$ cat src/rtl/xfer_pkg.sv
package xfer_pkg;
  localparam int unsigned LANES = 4;

  typedef enum logic [1:0] {
    U_BYTE = 2'd0,
    U_HALF = 2'd1,
    U_WORD = 2'd2,
    U_NONE = 2'd3
  } unit_e;

  function automatic logic [2:0] step_of(logic [1:0] code);
    case (code)
      2'd0:    return 3'd1;
      2'd1:    return 3'd2;
      2'd2:    return 3'd4;
      default: return 3'd0;
    endcase
  endfunction

  // code 3 in the size field behaves as word
  function automatic unit_e norm_size(logic [1:0] code);
    return (code == U_NONE) ? U_WORD : unit_e'(code);
  endfunction
endpackage

$ cat src/rtl/xfer_addr_gen.sv
module xfer_addr_gen #(
  parameter int unsigned AW = 12
) (
  input  logic          clk_i,
  input  logic          rst_ni,
  input  logic          load_i,
  input  logic [AW-1:0] base_i,
  input  logic [1:0]    code_i,
  input  logic          adv_i,
  output logic [AW-1:0] addr_o
);
  import xfer_pkg::*;

  logic [AW-1:0] addr_q;
  logic [1:0]    code_q;

  always_ff @(posedge clk_i or negedge rst_ni) begin
    if (!rst_ni) begin
      addr_q <= '0;
      code_q <= 2'd0;
    end else if (load_i) begin
      addr_q <= base_i;
      code_q <= code_i;
    end else if (adv_i) begin
      addr_q <= addr_q + AW'(step_of(code_q));
    end
  end

  assign addr_o = addr_q;
endmodule

$ cat src/rtl/xfer_fifo.sv
module xfer_fifo #(
  parameter int unsigned W     = 32,
  parameter int unsigned DEPTH = 4,
  localparam int unsigned PW    = (DEPTH > 1) ? $clog2(DEPTH) : 1,
  localparam int unsigned LVL_W = $clog2(DEPTH + 1)
) (
  input  logic             clk_i,
  input  logic             rst_ni,
  input  logic             push_i,
  input  logic [W-1:0]     data_i,
  input  logic             pop_i,
  output logic [W-1:0]     data_o,
  output logic             empty_o,
  output logic [LVL_W-1:0] level_o
);
  logic [W-1:0]     mem_q [DEPTH];
  logic [PW-1:0]    wptr_q, rptr_q;
  logic [LVL_W-1:0] level_q;

  function automatic logic [PW-1:0] bump(logic [PW-1:0] p);
    return (p == PW'(DEPTH - 1)) ? '0 : p + PW'(1);
  endfunction

  always_ff @(posedge clk_i or negedge rst_ni) begin
    if (!rst_ni) begin
      wptr_q  <= '0;
      rptr_q  <= '0;
      level_q <= '0;
    end else begin
      if (push_i) wptr_q <= bump(wptr_q);
      if (pop_i)  rptr_q <= bump(rptr_q);
      case ({push_i, pop_i})
        2'b10:   level_q <= level_q + LVL_W'(1);
        2'b01:   level_q <= level_q - LVL_W'(1);
        default: level_q <= level_q;
      endcase
    end
  end

  always_ff @(posedge clk_i) begin
    if (push_i) mem_q[wptr_q] <= data_i;
  end

  assign data_o  = mem_q[rptr_q];
  assign empty_o = (level_q == '0);
  assign level_o = level_q;
endmodule

$ cat src/rtl/xfer_lane_pick.sv
module xfer_lane_pick
  import xfer_pkg::*;
(
  input  logic [8*LANES-1:0] data_i,
  input  logic [1:0]         lane_i,
  input  unit_e              size_i,
  output logic [8*LANES-1:0] elem_o
);
  always_comb begin
    case (size_i)
      U_BYTE:  elem_o = {24'd0, data_i[8*lane_i +: 8]};
      U_HALF:  elem_o = {16'd0, lane_i[1] ? data_i[31:16] : data_i[15:0]};
      default: elem_o = data_i;
    endcase
  end
endmodule

$ cat src/rtl/xfer_lane_place.sv
module xfer_lane_place
  import xfer_pkg::*;
(
  input  logic [8*LANES-1:0] elem_i,
  input  logic [1:0]         lane_i,
  input  unit_e              size_i,
  output logic [8*LANES-1:0] data_o,
  output logic [LANES-1:0]   be_o
);
  for (genvar g = 0; g < LANES; g++) begin : g_lane
    always_comb begin
      case (size_i)
        U_BYTE: begin
          data_o[8*g +: 8] = elem_i[7:0];
          be_o[g]          = (lane_i == 2'(g));
        end
        U_HALF: begin
          data_o[8*g +: 8] = elem_i[8*(g%2) +: 8];
          be_o[g]          = (lane_i[1] == 1'(g/2));
        end
        default: begin
          data_o[8*g +: 8] = elem_i[8*g +: 8];
          be_o[g]          = 1'b1;
        end
      endcase
    end
  end
endmodule

$ cat src/rtl/xfer_engine.sv
module xfer_engine
  import xfer_pkg::*;
#(
  parameter int unsigned AW    = 12,
  parameter int unsigned CW    = 8,
  parameter int unsigned DEPTH = 4,
  localparam int unsigned DW    = 8 * LANES,
  localparam int unsigned LVL_W = $clog2(DEPTH + 1)
) (
  input  logic          clk_i,
  input  logic          rst_ni,
  input  logic          start_i,
  input  logic [AW-1:0] src_base_i,
  input  logic [AW-1:0] dst_base_i,
  input  logic [CW-1:0] count_i,
  input  logic [1:0]    size_i,
  input  logic [1:0]    src_step_i,
  input  logic [1:0]    dst_step_i,
  output logic          rd_req_o,
  output logic [AW-1:0] rd_addr_o,
  input  logic [DW-1:0] rd_data_i,
  output logic          wr_req_o,
  output logic [AW-1:0] wr_addr_o,
  output logic [DW-1:0] wr_data_o,
  output logic [3:0]    wr_be_o,
  output logic          busy_o,
  output logic          done_o
);
  logic          run_q, done_q, rd_pend_q;
  logic [1:0]    pend_lane_q;
  unit_e         size_q;
  logic [CW-1:0] rd_left_q, wr_left_q;

  logic             start_go, last_wr;
  logic [DW-1:0]    picked, head;
  logic             fifo_empty;
  logic [LVL_W-1:0] fifo_level;

  assign start_go = start_i && !run_q;

  // reserve a slot for the read whose data is still in flight
  assign rd_req_o = run_q && (rd_left_q != '0) &&
                    (({1'b0, fifo_level} + (LVL_W + 1)'(rd_pend_q)) < (LVL_W + 1)'(DEPTH));
  assign wr_req_o = run_q && !fifo_empty;
  assign last_wr  = wr_req_o && (wr_left_q == CW'(1));

  always_ff @(posedge clk_i or negedge rst_ni) begin
    if (!rst_ni) begin
      run_q       <= 1'b0;
      done_q      <= 1'b0;
      rd_pend_q   <= 1'b0;
      pend_lane_q <= 2'd0;
      size_q      <= U_WORD;
      rd_left_q   <= '0;
      wr_left_q   <= '0;
    end else begin
      done_q      <= 1'b0;
      rd_pend_q   <= rd_req_o;
      pend_lane_q <= rd_addr_o[1:0];
      if (start_go) begin
        size_q    <= norm_size(size_i);
        rd_left_q <= count_i;
        wr_left_q <= count_i;
        if (count_i == '0) done_q <= 1'b1;
        else               run_q  <= 1'b1;
      end else if (run_q) begin
        if (rd_req_o) rd_left_q <= rd_left_q - CW'(1);
        if (wr_req_o) wr_left_q <= wr_left_q - CW'(1);
        if (last_wr) begin
          run_q  <= 1'b0;
          done_q <= 1'b1;
        end
      end
    end
  end

  xfer_addr_gen #(.AW(AW)) u_src (
    .clk_i, .rst_ni,
    .load_i (start_go),
    .base_i (src_base_i),
    .code_i (src_step_i),
    .adv_i  (rd_req_o),
    .addr_o (rd_addr_o)
  );

  xfer_addr_gen #(.AW(AW)) u_dst (
    .clk_i, .rst_ni,
    .load_i (start_go),
    .base_i (dst_base_i),
    .code_i (dst_step_i),
    .adv_i  (wr_req_o),
    .addr_o (wr_addr_o)
  );

  xfer_lane_pick u_pick (
    .data_i (rd_data_i),
    .lane_i (pend_lane_q),
    .size_i (size_q),
    .elem_o (picked)
  );

  xfer_fifo #(.W(DW), .DEPTH(DEPTH)) u_fifo (
    .clk_i, .rst_ni,
    .push_i  (rd_pend_q),
    .data_i  (picked),
    .pop_i   (wr_req_o),
    .data_o  (head),
    .empty_o (fifo_empty),
    .level_o (fifo_level)
  );

  xfer_lane_place u_place (
    .elem_i (head),
    .lane_i (wr_addr_o[1:0]),
    .size_i (size_q),
    .data_o (wr_data_o),
    .be_o   (wr_be_o)
  );

  assign busy_o = run_q;
  assign done_o = done_q;
endmodule

$ cat config.mk
export PLATFORM = sky130hd
export DESIGN_NAME = xfer_engine
export DESIGN_NICKNAME = d
export VERILOG_FILES = /design/src/rtl/xfer_pkg.sv /design/src/rtl/xfer_addr_gen.sv /design/src/rtl/xfer_fifo.sv /design/src/rtl/xfer_lane_pick.sv /design/src/rtl/xfer_lane_place.sv /design/src/rtl/xfer_engine.sv
export SDC_FILE = /design/constraint.sdc
export NUM_CORES = 1
export LEC_CHECK = 0
export ABC_AREA = 1
export BUFFER_PORTS_ARGS = -buffer_cell sky130_fd_sc_hd__clkbuf_2
export CAP_MARGIN = 20
export CORE_AREA = 3 3 198 200
export CTS_CLUSTER_SIZE = 14
export DETAILED_ROUTE_END_ITERATION = 16
export DIE_AREA = 0 0 201 203
export GPL_TIMING_DRIVEN = 0
export SLEW_MARGIN = 15
export SYNTH_ARGS = -nofsm -noshare
export SYNTH_HDL_FRONTEND = slang
export SYNTH_SLANG_ARGS = --single-unit
$ cat constraint.sdc
create_clock -name clk_i -period 2.9 [get_ports clk_i]
set_clock_uncertainty 0.1 [all_clocks]
set_input_delay 0.87 -clock clk_i [delete_from_list [all_inputs] [get_ports clk_i]]
set_output_delay 0.87 -clock clk_i [all_outputs]
set_load 0.05 [all_outputs]
---- After elaboration in Yosys (flattened, before gate mapping) ----
Memory sizes are Yosys's and may differ from the RTL's.
Cells that the tools add are included.
storage, ports and cells
  output and inout port bits .............. 64
  memories ................................ 1
  input bits .............................. 73
  logic and storage cells ................. 102
  flip-flop bits (word level) ............. 58
  memory bits (writable) .................. 128
memory list
  name          words  width  read ports  clocked after Yosys merged registers in  wr ports  line             source
  u_fifo.mem_q  4      32     1           0                                        1         xfer_fifo.sv:16  logic [W-1:0] mem_q [DEPTH];
operators by class
  $add $sub $neg .......................... 9
  reduce and logical (&&, ||, !) cells .... 21
  equal/unequal tests ..................... 15
  shifts and indexed selects .............. 1
  $lt $le $gt $ge ......................... 1
  muxes and demuxes ....................... 39
  bitwise operators ....................... 1
operators with widths
  operator             number
  $mux 8               8
  $pmux 32 s2          1
  $mux 12              4
  $shiftx 32x6->8      1
  $add 12x3->12        2
  $pmux 3 s3           2
  $eq 2x2->1 const B   8
  $mux 16              1
  $pmux 8 s2           1
  $sub 8x1->8 const B  2
  $mux 3               4
  $eq 2x1->1 const B   5
  $mux 1               10
  $eq 8x1->1 const B   1
  $logic_not 2->1      4
  $logic_not 8->1      1
  $pmux 1 s2           4
  $reduce_bool 2->1    4
  $reduce_bool 8->1    1
  $mux 2               3
  $pmux 3 s2           1
  $logic_and 1x1->1    5
  $add 2x1->2 const B  2
  $add 3x1->4          1
  9 further kinds      11

---- Logic depth before layout (Yosys ltp) ----
Gate-level depths: netlist (run 1).
  depth after elaboration ................. 8
  depth in mapped cells ................... 13
  gate-level depth less buffers ........... 13

---- Cells and area by module ----
A second synthesis (run 1) with hierarchy kept.
unflattened totals
  cell total of the unflattened synthesis .. 1122
  area, all modules ....................... 10077.2 um^2
by module, submodules not included
  module           sequential area each (um^2)  area an instance (um^2)  times used  cells an instance
  xfer_fifo        4018.9                       5560.3                   1           426
  xfer_addr_gen    350.3                        979.7                    2           132
  xfer_engine      576.8                        1367.6                   1           190
  xfer_lane_pick   0.0                          630.6                    1           144
  xfer_lane_place  0.0                          559.3                    1           98

---- Least setup slack after synthesis (run 1) ----
Ideal clock, no wire load.
  kind .................................... flip-flop to output port
  from .................................... reg u_fifo.rptr_q[0]
  to ...................................... out wr_data_o[10]
  buffers on the path ..................... 2
  slack ................................... -0.099 ns
  cell stages (with the launch flop) ...... 8
  arrival time ............................ 2.029 ns
  data required time ...................... 1.930 ns
  cells stage by stage .................... dfrtp_1 -> inv_2 -> buf_4 -> buf_2 -> nand2_1 -> nand3_1 -> nand2_1 -> o21ai_0
on the way
  word-level cells in the longest chain between the ends .. 2
RTL lines
  element                   line                   source
  start: declaration        xfer_fifo.sv:17        logic [PW-1:0] wptr_q, rptr_q;
  start signal: assignment  xfer_fifo.sv:31        if (pop_i) rptr_q <= bump(rptr_q);
  $mem_v2 4x32              --
  $mux 8                    xfer_lane_place.sv:12  case (size_i)
  end: declaration          xfer_engine.sv:24      output logic [DW-1:0] wr_data_o,
Every way passes these cells.

---- Worst setup path in the final report (run 1) ----
  from .................................... reg u_fifo.rptr_q[0]
  to ...................................... out wr_data_o[28]
on the way
  word-level cells in the longest chain between the ends .. 2
RTL lines
  element       line
  $mem_v2 4x32  --
  $pmux 8 s2    xfer_lane_place.sv:12
Every way passes these cells.

==> metrics list, run 1 <==
- Status: finished with violations
- The checks that failed: setup timing.
* Hpwl dp: 20700 µm
- Layout cell share with drive strength beyond 1: 29.1%
- Layout Cells excl Fill: 1742
- The core region is 0.0376 mm².
- TritonRoute pass-1 iters: 5
* Critical path's top delay family: buffers and inverters
* Number of nets in the synthesized netlist: 1115
- Biggest area consumer among synthesized cells: sky130_fd_sc_hd__edfxtp_1
- I/O pin count: 137
- Setup violations remaining at the end of the flow were counted as 27.
* Initial antenna violation count: 0
- Clock tree buffer depth: 2
- Once layout is done, the placed cells without fillers occupy 0.0125 mm².
- For this block, the via count after detailed routing is 7964.
- Fraction of synthesized cell area taken by the top area cell type: 41.2%
* Setup slack of the most critical reg-to-reg path: 0.57 ns
* Number of register bits inferred by synthesis: 186
- HP Class: input pin to async pin
* Remaining Overflow, GRT: 0
- Sequential fraction of the synthesis area: 56.7%
- Max Fclk: 319 MHz
- Period Utilization, post-route: 108%
* CP Class: flip-flop to output port
- Measured along the y axis, the die boundary spans 203 µm.
- Max-cap viol count: 0
* Pin count of the biggest net entering global routing: 41
* First-iteration detailed-routing DRC count: 619
- After synthesis, the mean cell area works out to 9.13 µm².
- Clock tree synthesis selected as its root buffer the cell sky130_fd_sc_hd__clkbuf_16.
* All-Layer GR Usage: 13.6%
- Hold violation count in the final report: 0
- Cell types occupying the most area after synthesis: sky130_fd_sc_hd__edfxtp_1, sky130_fd_sc_hd__dfrtp_1, sky130_fd_sc_hd__nand2_1
* Clock sink count: 186
- In this run the cell area of the synthesized design comes to 0.00934 mm².
- WL final: 29000 µm
- Smallest setup slack after layout: -0.230 ns
* Final weighted congestion of routability-driven global placement: 0.868
- Yosys printed 0 warnings.
* Placed standard-cell area: 0.0108 mm²
- Cell with the largest stage delay on the worst path: sky130_fd_sc_hd__dfrtp_2
- Of all nets on the critical path, the largest fanout is 6.
* Cell breakdown of the critical path: inv_4 > buf_12 > buf_12 > nand2_2 > nand3_2 > nand2_2 > o211ai_1 > clkbuf_8
- Number of nets with antenna violations after routing: 0
- Longest individual stage delay on the worst path: 0.48 ns
- Measured along the x axis, the die boundary spans 201 µm.
- In this run the core area contains 71 standard-cell rows.
- The number of max-slew violations in the final report was 0.
- Placed cells: 1675
- The number of clock buffers added by TritonCTS is 17.
- For this run, the post-layout net count is 1311.
- In this run the tightest slew margin relative to its limit is 56.2%.
* Vias in the first global route: 7563
- Area Growth Syn to Fin: 33.7%
- The initial utilization of the core area, before any placement, comes to 24.8%.
- Filler instances: 3821
- In the final routed layout, each cell accounts on average for 16.6 µm.
* Arrival time at the worst endpoint: 2.16 ns
- The smallest clock period supported by the final layout is computed as 3.13 ns.
- Worst-Skew Late Latency: 0.44 ns
- For the worst setup path, the data required time is 1.93 ns.
- Setup repair after global routing missed its margin: true
- Cells after synthesis: 1023
* Input/output buffers: 136
* Buffer and inverter count on the worst path: 4
* Type of origin of the critical path: flip-flop
- The worst setup path is captured at an output port.
- Among all flip-flop cells after synthesis, the most frequent one is sky130_fd_sc_hd__edfxtp_1.
- After synthesis, the netlist uses 35 different library cells.
- Clock-pin slew on the worst setup and hold paths: 0.07 ns
- Level count of the clock H-tree: 4
- Total Die Area: 0.0408 mm²
- Drt via density: 4.57
- Remaining routing DRC violations: 0
- Proportion of synthesized flip-flops having asynchronous set or reset: 31.2%
- Clock tree from TritonCTS: done
- Number of synthesized flops with an enable pin: 128
- Hold bufs inserted after CTS: 0
- At the pin with the least slew margin, the transition time is 0.658 ns.
- Diodes inserted: 0
* Global-route wire length before repair: 43200 µm
==> kinds of logic after synthesis <==
kind of cell / count (synthesis) / synth area share [%]
flops: 186 / 56.7
simple gates: 529 / 24.1
mux: 3 / 0.322
compound gates: 119 / 7.16
xor+xnor: 14 / 1.31
buf+inv: 153 / 7.60
fa+ha+maj: 19 / 2.79
==> what timing repair did <==
| item | CTS | global route |
|---|---|---|
| buffers inserted | 7 | 29 |
| pin swaps | 7 | 22 |
| gates resized for setup | 118 | 134 |
| setup endpoints to repair | 37 | 30 |
| cloned | 0 | 3 |
==> registers in the layout (all words and copies together), names as in the netlist <==
signal          cells
pend_lane_q         2
u_dst.code_q        2
u_fifo.wptr_q       2
u_src.addr_o       12
done_o              1
wr_left_q           8
busy_o              1
rd_pend_q           1
u_fifo.level_o      3
u_src.code_q        2
size_q              2
rd_left_q           8
u_fifo.mem_q      128
u_fifo.rptr_q       2
u_dst.addr_o       12
==> cell type report <==
class                   instances  area (µm²)  share of cell area (%)
clock buffers                  17         425                    3.41
repair buffers                179        1460                    11.7
multi-input cells             684        3660                    29.3
flip-flops and latches        186        5300                    42.4
inverters                     109         432                    3.46
plain buffers                  42         442                    3.54
clock inverters                14         128                    1.02
well taps                     511         639                    5.12
==> metrics by stage <==
| step | utilization (%) | setup WS, ns | hold slack [ns] | TNS [ns] |
|---|---|---|---|---|
| floorplan | - | -0.0372 | 0.374 | -0.0745 |
| detailed placement | 28.6 | -0.0277 | 0.404 | -0.0277 |
| global placement | 28.4 | -0.00299 | 0.400 | -0.00299 |
| finish | 33.2 | -0.230 | 0.240 | -2.64 |
| global route | 33.2 | -0.278 | 0.249 | -4.70 |
| CTS | 31.3 | -0.211 | 0.234 | -0.804 |
==> Yosys cell counts, types with 2 or more instances <==
master	count
sky130_fd_sc_hd__o21bai_1	2
sky130_fd_sc_hd__edfxtp_1	128
sky130_fd_sc_hd__a211oi_1	2
sky130_fd_sc_hd__inv_2	16
sky130_fd_sc_hd__o211ai_1	13
sky130_fd_sc_hd__nand2_2	4
sky130_fd_sc_hd__o221ai_1	3
sky130_fd_sc_hd__a21oi_1	13
sky130_fd_sc_hd__nand4_1	5
sky130_fd_sc_hd__o21ai_0	60
sky130_fd_sc_hd__xor2_1	10
sky130_fd_sc_hd__ha_1	16
sky130_fd_sc_hd__nand3_2	3
sky130_fd_sc_hd__buf_6	10
sky130_fd_sc_hd__nand2_1	306
sky130_fd_sc_hd__dfrtp_1	57
sky130_fd_sc_hd__nor2_1	69
sky130_fd_sc_hd__clkbuf_1	7
sky130_fd_sc_hd__buf_4	11
sky130_fd_sc_hd__nor2_2	4
sky130_fd_sc_hd__nand3_1	125
sky130_fd_sc_hd__nor3_1	6
sky130_fd_sc_hd__nor4_1	2
sky130_fd_sc_hd__buf_2	15
sky130_fd_sc_hd__xnor2_1	4
sky130_fd_sc_hd__nand2_4	3
sky130_fd_sc_hd__o22ai_1	15
sky130_fd_sc_hd__mux2i_1	3
sky130_fd_sc_hd__fa_1	3
sky130_fd_sc_hd__inv_1	93
sky130_fd_sc_hd__o21ai_1	11
==> layout by cell type, fill, tap and decap left out, types with 14 or more instances in the layout <==
master                        n
sky130_fd_sc_hd__ha_1        16
sky130_fd_sc_hd__edfxtp_1   128
sky130_fd_sc_hd__inv_1       85
sky130_fd_sc_hd__buf_6       29
sky130_fd_sc_hd__dfrtp_1     55
sky130_fd_sc_hd__nand2_2     25
sky130_fd_sc_hd__nand2_1    275
sky130_fd_sc_hd__inv_2       18
sky130_fd_sc_hd__o22ai_1     15
sky130_fd_sc_hd__nand3_2     24
sky130_fd_sc_hd__nand3_1    104
sky130_fd_sc_hd__clkbuf_16   20
sky130_fd_sc_hd__clkbuf_2   103
sky130_fd_sc_hd__o21ai_1     14
sky130_fd_sc_hd__buf_4       34
sky130_fd_sc_hd__buf_8       19
sky130_fd_sc_hd__o21ai_0     45
sky130_fd_sc_hd__nor2_1      67
==> metal layers <==
metal  global-route usage [%]  part of all wire [%]
met5                        0                     0
met4                     3.66                   1.9
met3                     2.90                   9.1
met2                     21.6                    46
met1                     18.9                    43
==> final timing paths <==
| path | start | to | cells after the start |
|---|---|---|---|
| hold / removal | rst_ni | u_src.addr_o[8] | 1 |
| hold reg to reg | rd_left_q[0] | rd_left_q[0] | 2 |
| max in group asynchronous | rst_ni | size_q[1] | 2 |
| setup reg to reg | u_fifo.level_o[0] | u_fifo.level_o[2] | 11 |
| setup / recovery | u_fifo.rptr_q[0] | wr_data_o[28] | 8 |
| min in group clk_i | rd_left_q[0] | rd_left_q[0] | 2 |
==> worst register-to-register path, stage by stage, from the launching register on <==
cell	delay (ns)
sky130_fd_sc_hd__dfrtp_1	0.41
sky130_fd_sc_hd__inv_2	0.07
sky130_fd_sc_hd__nand3_2	0.09
sky130_fd_sc_hd__nand2_4	0.12
sky130_fd_sc_hd__inv_4	0.17
sky130_fd_sc_hd__buf_4	0.23
sky130_fd_sc_hd__ha_1	0.18
sky130_fd_sc_hd__inv_1	0.07
sky130_fd_sc_hd__fa_1	0.37
sky130_fd_sc_hd__a21oi_1	0.14
sky130_fd_sc_hd__o21ai_0	0.11
sky130_fd_sc_hd__xor2_1	0.16
Power of run 1 is not shown: default switching activity piles up to over one toggle a cycle in this logic, so the estimate is an artifact.
==> inputs of run 2 (changes only) <==
RECOVER_POWER = 25   (was default)
==> run 2 against run 1 <==
Against the previous run:
- worst setup slack improved by 0.0018 ns
- die area did not move
- register-to-register slack got worse by 0.03 ns
- sequential cell count did not move
- critical path depth did not move
- global-route usage did not move
- non-clock buffer count did not move
- worst hold slack improved by 0.19 ns
- the flow still finishes with violations (setup timing)
- via count fell by 0.19%
- count of clock-buffer cells in the layout did not move
- fmax barely moved
==> metrics list, run 2 (synthesized netlist as in run 1, its figures left out) <==
* Status: finished with violations
* Violated checks: setup timing
* Remaining routing DRC violations: 0 (unchanged)
- The routed via count divided by cell count is 4.56 (-0.19%).
- The final core utilization came to 33.0% (-0.21 points).
- X dimension of the die: 201 µm (unchanged)
- The count of input and output buffers is 136 (unchanged).
* Required time of the worst setup path: 1.93 ns (about the same)
* Vias in the first global route: 7563 (unchanged)
- Longest individual stage delay on the worst path: 0.48 ns (about the same)
* Area of the core: 0.0376 mm² (unchanged)
* Largest fanout of any net on the critical path: 6 (unchanged)
* Drt wl/cell: 16.7 µm (+0.13%)
- The pin count of the biggest net entering global routing was 41 (unchanged).
- The transition time at the pin with the least slew margin is 1.12 ns (+0.458 ns).
- The overall fraction of global-route tracks in use is 13.6% (unchanged).
- Clock sink count: 186 (unchanged)
* Met1 Usage GRT: 18.9% (unchanged)
- Hold violation count in the final report: 0 (unchanged)
- Global-route wire length before repair: 43200 µm (unchanged)
- WL final: 29000 µm (+0.13%)
* Largest Register: u_fifo.mem_q
* Type of origin of the critical path: flip-flop
- The site row count was 71 (unchanged).
- Setup repair after global routing missed its margin: true
- The total number of H-tree levels was 4 (unchanged).
* First-iteration detailed-routing DRC count: 566 (-8.6%)
- Number of clock buffers inserted by TritonCTS: 17 (unchanged)
- The antenna violation net count after detailed routing is 0 (unchanged).
* Relative max-transition margin: 25.6% (-31 points)
- TritonCTS built the clock tree.
- Total via count in the routed design: 7949 (-0.19%)
* CP Depth: 8 (unchanged)
- Area Growth Syn to Fin: 32.9%
* Filler instances: 3831 (+0.26%)
- Clock tree buffer depth: 2 (unchanged)
* Area of the multi-input gates: 0.00364 mm² (-0.65%)
- Vertical die dimension: 203 µm (unchanged)
* Initial antenna violation count: 0 (unchanged)
- Length in cells of the worst reg-to-reg path: 7 (-4)
- The signal on the critical path passes through inv_4 > buf_12 > buf_12 > nand2_2 > nand3_2 > nand2_2 > o211ai_1 > clkbuf_8.
- Clock-pin slew on the worst setup and hold paths: 0.07 ns (about the same)
- After global routing, the most crowded layer is met2.
- The register cell area after layout is 0.00530 mm² (unchanged).
- Period Utilization, post-route: 108% (about the same)
- Leaving out fill and tap cells, the most frequent cell in the layout is sky130_fd_sc_hd__nand2_1.
- The highest achievable clock rate was 320 MHz (about the same).
- The worst hold path belongs to the class flip-flop to flip-flop.
- The last weighted congestion value of the routability-driven placer is 0.868 (unchanged).
- The max-cap violation count was 0 (unchanged).
- Commonest cells after routing, fill and taps aside: sky130_fd_sc_hd__nand2_1, sky130_fd_sc_hd__edfxtp_1, sky130_fd_sc_hd__nand3_1, sky130_fd_sc_hd__clkbuf_2, sky130_fd_sc_hd__inv_1
- Buffer and inverter count on the worst path: 4 (unchanged)
* Layout cell share with drive strength beyond 1: 28.0% (-1.1 points)
- The setup path with the least slack is of type flip-flop to output port.
- TritonRoute pass-1 iters: 5 (unchanged)
- Critical path's top delay family: buffers and inverters
- Hpwl dp: 20700 µm (unchanged)
* Arrival time at the worst endpoint: 2.16 ns (about the same)
- Clock root buffer: sky130_fd_sc_hd__clkbuf_16
* Remaining Overflow, GRT: 0 (unchanged)
- Number of pins exceeding their max-slew limit in the final report: 0 (unchanged)
- The met3 layer usage reported by global route was 2.90% (unchanged).
- Setup crit end kind: output port
- The initial core utilization was 24.8% (unchanged).
* Cell with the largest stage delay on the worst path: sky130_fd_sc_hd__dfrtp_2
- Smallest setup slack after layout: -0.229 ns (+0.00181 ns)
- Final #Nets: 1311 (unchanged)
- Diodes inserted: 0 (unchanged)
- The global routing met2 resource utilization was 21.6% (unchanged).
- The final setup violation count was 27 (unchanged).
* Number of flip-flops in the largest register: 128 (unchanged)
- Hold Crit Depth: 2
- Worst-Skew Late Latency: 0.43 ns (about the same)
- Layout Cells excl Fill: 1742 (unchanged)
- The overall die area was 0.0408 mm² (unchanged).
* I/O pin count: 137 (unchanged)
- Time the worst path needs with I/O delays and setup: 3.13 ns (-0.00181 ns)
- The number of cells after detailed placement came to 1675 (unchanged).
==> run 2: worst register-to-register path: cells and delay by family, from the launching register on <==
family / cells / cell delay, ns
buf+inv: 4 / 1.07
simple gates: 3 / 0.65
flops: 1 / 0.47
==> run 2: worst paths after layout <==
path / to / slack (ns) / from
worst min-delay path: rd_left_q[0] / 0.43 / rd_left_q[0]
worst min register to register: rd_left_q[0] / 0.43 / rd_left_q[0]
worst max-delay path: wr_data_o[28] / -0.23 / u_fifo.rptr_q[0]
worst max register to register: rd_left_q[3] / 0.54 / busy_o
min in group asynchronous: u_src.addr_o[8] / 0.52 / rst_ni
max in group asynchronous: size_q[0] / 0.47 / rst_ni
==> run 2: cell type report <==
type,count,share of cell area (%)
Clock buffer,17,3.43
Buffer,42,3.26
Inverter,109,3.48
Tap cell,511,5.15
Timing Repair Buffer,179,11.6
Multi-Input combinational cell,684,29.3
Clock inverter,14,1.03
Sequential cell,186,42.7
==> run 2: timing repair <==
action                                  CTS  global route
hold endpoints to repair                  0             0
pin swaps                                 7            22
gates resized for setup                 118           134
buffers inserted                          7            29
endpoints found under the setup margin   37            30
cloned                                    0             3
hold buffers                              0             0
==> run 2: per-layer routing <==
layer | part of all wire, % | vias up
met2 | 46 | 371
met4 | 1.7 | 0
li1 | - | 3797
met3 | 9.4 | 32
met1 | 43 | 3749
met5 | 0 | -
==> run 2: per-stage QoR <==
stage / hold WS (ns) / TNS [ns] / worst slack, ns / area [µm²]
after floorplan: 0.374 / -0.0745 / -0.0372 / 9340
after global placement: 0.400 / -0.00299 / -0.00299 / 10700
after detailed placement: 0.404 / -0.0277 / -0.0277 / 10800
after CTS: 0.234 / -0.804 / -0.211 / 11800
after global routing: 0.452 / -4.76 / -0.278 / 12400
final: 0.433 / -2.67 / -0.229 / 12400
Power of run 2 is left out for the same reason.
